[src/rtl/tick_pkg.sv]
package tick_pkg;
  localparam int unsigned TK_CNT_W_DEF = 63;
  localparam int unsigned TK_TICK_HZ   = 100_000_000;
endpackage

[src/rtl/tk_count.sv]
module tk_count #(
  parameter int unsigned CNT_W = 63
) (
  input  logic             clk,
  input  logic             rst,
  input  logic             ld,
  input  logic [CNT_W-1:0] ld_val,
  output logic [CNT_W-1:0] cnt_q
);
  localparam logic [CNT_W-1:0] ONE = {{(CNT_W-1){1'b0}}, 1'b1};

  always_ff @(posedge clk) begin
    if (rst)     cnt_q <= '0;
    else if (ld) cnt_q <= ld_val;
    else         cnt_q <= cnt_q + ONE;
  end
endmodule

[src/rtl/tk_arm.sv]
module tk_arm #(
  parameter int unsigned CNT_W = 63
) (
  input  logic             clk,
  input  logic             rst,
  input  logic             wr_count,
  input  logic             wr_limit,
  input  logic [CNT_W:0]   wr_data,
  input  logic             consume,
  output logic [CNT_W-1:0] limit_q,
  output logic             armed_q,
  output logic             dis_q
);
  logic [CNT_W-1:0] new_val;
  logic             new_dis;

  assign new_val = wr_data[CNT_W-1:0];
  assign new_dis = wr_data[CNT_W];

  always_ff @(posedge clk) begin
    if (rst) begin
      limit_q <= '0;
      armed_q <= 1'b0;
      dis_q   <= 1'b1;
    end else begin
      if (wr_count || wr_limit) dis_q <= new_dis;
      if (wr_limit) begin
        limit_q <= new_val;
        armed_q <= (new_val != '0) && !new_dis;
      end else if (consume) begin
        armed_q <= 1'b0;
      end
    end
  end
endmodule

[src/rtl/tk_fire.sv]
module tk_fire #(
  parameter int unsigned CNT_W = 63
) (
  input  logic             clk,
  input  logic             rst,
  input  logic [CNT_W-1:0] cnt,
  input  logic [CNT_W-1:0] limit,
  input  logic             armed,
  input  logic             dis,
  input  logic             clr,
  output logic             consume,
  output logic             match_q,
  output logic             wake_q
);
  logic hit;
  logic fire;

  assign hit     = armed && (cnt >= limit);
  assign fire    = hit && !dis;
  assign consume = hit;

  always_ff @(posedge clk) begin
    if (rst) begin
      match_q <= 1'b0;
      wake_q  <= 1'b0;
    end else begin
      wake_q <= fire;
      if (fire)     match_q <= 1'b1;
      else if (clr) match_q <= 1'b0;
    end
  end
endmodule

[src/rtl/tick_cmp_timer.sv]
module tick_cmp_timer #(
  parameter int unsigned CNT_W = tick_pkg::TK_CNT_W_DEF
) (
  input  logic         clk,
  input  logic         rst,
  input  logic         wr_count,
  input  logic         wr_limit,
  input  logic [CNT_W:0] wr_data,
  input  logic         clr_match,
  output logic [CNT_W:0] rd_count,
  output logic         match_flag,
  output logic         wake
);
  localparam int unsigned WORD_W = CNT_W + 1;

  logic [CNT_W-1:0] cnt;
  logic [CNT_W-1:0] limit;
  logic             armed;
  logic             dis;
  logic             consume;

  tk_count #(.CNT_W(CNT_W)) u_count (
    .clk(clk), .rst(rst), .ld(wr_count),
    .ld_val(wr_data[CNT_W-1:0]), .cnt_q(cnt)
  );

  tk_arm #(.CNT_W(CNT_W)) u_arm (
    .clk(clk), .rst(rst), .wr_count(wr_count), .wr_limit(wr_limit),
    .wr_data(wr_data), .consume(consume),
    .limit_q(limit), .armed_q(armed), .dis_q(dis)
  );

  tk_fire #(.CNT_W(CNT_W)) u_fire (
    .clk(clk), .rst(rst), .cnt(cnt), .limit(limit), .armed(armed),
    .dis(dis), .clr(clr_match), .consume(consume),
    .match_q(match_flag), .wake_q(wake)
  );

  assign rd_count = {dis, cnt};

  initial begin
    if (WORD_W < 2) $display("tick_cmp_timer: width too small");
  end
endmodule

[config.mk]
export PLATFORM = sky130hd
export DESIGN_NAME = tick_cmp_timer
export DESIGN_NICKNAME = d
export VERILOG_FILES = /design/src/rtl/tick_pkg.sv /design/src/rtl/tk_count.sv /design/src/rtl/tk_arm.sv /design/src/rtl/tk_fire.sv /design/src/rtl/tick_cmp_timer.sv
export SDC_FILE = /design/constraint.sdc
export NUM_CORES = 1
export LEC_CHECK = 0
export BUFFER_PORTS_ARGS = -buffer_cell sky130_fd_sc_hd__buf_2
export CAP_MARGIN = 20
export CORE_ASPECT_RATIO = 1.2
export CORE_MARGIN = 3
export CORE_UTILIZATION = 45
export DETAILED_ROUTE_END_ITERATION = 16
export MAX_ROUTING_LAYER = met4
export PLACE_DENSITY = 0.66
export SYNTH_ARGS = -nofsm -noshare
export SYNTH_HDL_FRONTEND = slang
export SYNTH_HIERARCHICAL = 1
export SYNTH_SLANG_ARGS = --single-unit
export TNS_END_PERCENT = 50
[constraint.sdc]
create_clock -name clk -period 6.89 [get_ports clk]
set_input_delay 0.689 -clock clk [delete_from_list [all_inputs] [get_ports clk]]
set_output_delay 0.689 -clock clk [all_outputs]
set_load 0.01 [all_outputs]
==> flow_summary.json <==
{
  "drt_first_pass_iters": 5,
  "skew_ns": 0.0111,
  "rsz0062_at_grt": "no",
  "ioPinCount": 135,
  "cts_root_buffer": "clkbuf_16",
  "htreeDepth": 4,
  "startpoint_type": "flip-flop",
  "dpl.hpwl_um": 16700,
  "critPathMaxStageDelay_ns": 0.60,
  "routed-via-count": 7294,
  "synthSimpleGateAreaFrac_pct": 25.3,
  "post_cts.repair.setup_buffers": 0,
  "start_util_pct": 46.3,
  "tightestPinTransition_ns": 0.928,
  "max_slew_margin_pct": 38.1,
  "die_h_um": 151,
  "min_path_type": "reg2reg",
  "synth_top_family_by_area": "simple AND/OR/NAND/NOR gates",
  "overflow": 0,
  "yosys_warnings": 6,
  "path_clk_slew_ns": 0.06,
  "p_per_area_nw_per_um2": 239,
  "finalHoldViolations": 0,
  "io_buffers": 134,
  "arrival_ns": 3.13,
  "wl_per_cell_um": 18.1,
  "fin_ws_ns": 4.10,
  "cpMaxStageDelayCell": "or4_1",
  "fmax_mhz": 358,
  "ys_types": 59,
  "die-area_um2": 19200,
  "period_minus_slack_ns": 2.79,
  "cts_buffers": 17,
  "finalSetupViolCount": 0,
  "syn_area_per_cell_um2": 8.42,
  "final_area_um2": 9290,
  "syn2layout_area_growth_pct": 17.7,
  "finalWeightedCongestion": 0.866,
  "totalWireLength_um": 23100,
  "route.detailed.vias_per_inst": 5.73,
  "required_ns": 7.23,
  "crit_type": "reg2reg",
  "drc": 0,
  "synth_area_um2": 7890,
  "final_common_cell": "buf_2",
  "placed_cell_area_um2": 8590,
  "first_iter_violations": 564,
  "final_cells": 1272,
  "cp_max_fo": 12,
  "mostFrequentLayoutCells": "132 x buf_2, 130 x nor2_1, 130 x dfxtp_1",
  "status": "complete, no violations",
  "power_leakage_nw": 3.97,
  "ys.flop_type": "dfxtp_1",
  "layout.nets": 1175,
  "slew_viol_final": 0,
  "crit_path_end_kind": "flip-flop",
  "rows": 52,
  "synth_fa_ha_area_share_pct": 10.2,
  "grt_usage_pct": 24.7,
  "finalSetupTns_ns": 0,
  "synth-compound-area-share_pct": 13.4,
  "worstPathCellList": "ha_1 > nand3_1 > nor4_4 > nand4_2 > or4_1 > a311oi_1",
  "clock-sinks": 130,
  "placed_cells": 1238,
  "cp_num_buf_inv": 0,
  "clkLatencyLatePin_ns": 0.43,
  "ys_ff_latch": 130,
  "synth-edff-count": 0,
  "post_cts_resized": 0,
  "ctsHoldBuffers": 0,
  "grt_pass1_vias": 6752,
  "grt_max_degree": 83,
  "cts_tree": "built",
  "layout-drive-gt1-share_pct": 17.7,
  "synth_fp_nets": 1070,
  "synthMuxAreaShare_pct": 8.37,
  "antenna_left": 0,
  "async_reset_ff_share_pct": 0,
  "grt_pass1_wl_um": 36600,
  "use_met2_pct": 40.3,
  "cap_viol_max_count": 0,
  "grt_antenna_before_repair": 1,
  "gr-max-usage-layer": "met2",
  "grt.met1_usage_pct": 30.9,
  "core_area_um2": 17000,
  "use_met3_pct": 5.04,
  "syn_inst": 937,
  "ir_worst_vdd_v": 0.000182,
  "synth_xor_area_share_pct": 3.00,
  "ys_seq_area_share_pct": 33.0,
  "dieWidth_um": 127,
  "dp_slack_ns": 4.01,
  "min_period_over_period_pct": 40.6,
  "clock_path_buffers": 2,
  "critPathTopFamily": "simple AND/OR/NAND/NOR gates"
}
[worst paths after layout]
path	from	end	slack (ns)	cells past startpoint
worst max register to register	u_count/cnt_q[0]$_SDFF_PP0_	u_count/cnt_q[56]$_SDFF_PP0_	4.10	6
worst max-delay path	u_count/cnt_q[0]$_SDFF_PP0_	u_count/cnt_q[56]$_SDFF_PP0_	4.10	6
worst min register to register	u_fire/match_q$_SDFFE_PP0P_	u_fire/match_q$_SDFFE_PP0P_	0.47	1
worst min-delay path	u_fire/match_q$_SDFFE_PP0P_	u_fire/match_q$_SDFFE_PP0P_	0.47	1
[cell families after synthesis]
| group | after synthesis |
|---|---|
| XOR/XNOR | 27 |
| flip-flops | 130 |
| AND/OR/NAND/NOR | 377 |
| AO/OA/AOI/OAI | 148 |
| buffers and inverters | 125 |
| adder cells (fa/ha/maj) | 64 |
| multiplexers | 66 |
[power breakdown]
group          leakage [nW]  total [mW]  internal (mW)  switching, mW
clock                 0.322        1.04          0.686          0.354
sequential             1.08       0.858          0.800         0.0580
combinational          2.57       0.321          0.137          0.185
total                  3.97        2.22           1.62          0.596
[cell usage after synthesis (2+ instances only)]
cell type	number	area share (%)
buf_4	3	0.29
o311a_1	2	0.25
a21oi_1	33	2.1
xor2_1	15	1.7
o211ai_1	2	0.19
o21ai_1	2	0.13
xnor2_1	12	1.3
clkbuf_1	29	1.4
buf_2	8	0.51
o31ai_1	16	1.5
nand4_2	3	0.48
or4_4	2	0.29
a211oi_1	24	2.3
nand4_4	3	0.81
mux2i_1	66	8.4
a2111oi_0	4	0.44
nor2_1	130	6.2
a311oi_1	24	2.7
nand2b_1	4	0.32
nand4_1	32	2.5
nor4_4	2	0.54
and4_1	11	1.2
inv_1	73	3.5
nand2_1	55	2.6
o31a_1	2	0.22
nor2b_1	2	0.16
dfxtp_1	130	33
o21ai_0	18	1.1
buf_1	4	0.19
nand3_1	37	2.3
nor4_1	22	1.7
a311o_1	2	0.25
buf_6	6	0.86
and2_1	5	0.40
nor3_1	19	1.2
a21o_1	9	0.86
ha_1	64	10
and3_1	12	0.95
or3_1	14	1.1
or4_1	17	1.6
[registers in the layout, summed over array words and instances, names as in the netlist]
name,cells
u_fire/match_q,1
u_count/cnt_q,63
u_arm/limit_q,63
u_fire/wake_q,1
u_arm/armed_q,1
u_arm/dis_q,1
[layout make-up]
cell class                 count  area [um2]
tap                          216         270
antenna                        1        2.50
timing repair buffer         137         711
clock buffer                  18         439
clock inverter                14         235
inverter                      74         278
multi-input combinational    682        4750
sequential                   130        2600
fill                        1660        7760
[through the flow]
step	power [mW]	hold WS, ns	utilization (%)
final	2.22	0.467	54.5
after CTS	2.23	0.469	54.4
after floorplan	1.07	0.453	-
after detailed placement	1.19	0.456	50.4
after global placement	1.19	0.436	50.4
after global routing	2.31	0.492	54.5
[worst reg2reg max path, stage by stage (launching register included)]
cell and delay, ns:
dfxtp_1 0.43, ha_1 0.24, nand3_1 0.26, nor4_4 0.51, nand4_2 0.40, or4_1 0.61
a311oi_1 0.25
[per-layer routing]
layer / vias to the layer above / routed length [um]
met3: 35 / 1260
li1: 3628 / -
met5: - / 0
met4: 0 / 452
met2: 208 / 11100
met1: 3423 / 10300
No activity file was read; power rests on OpenSTA's default activity.
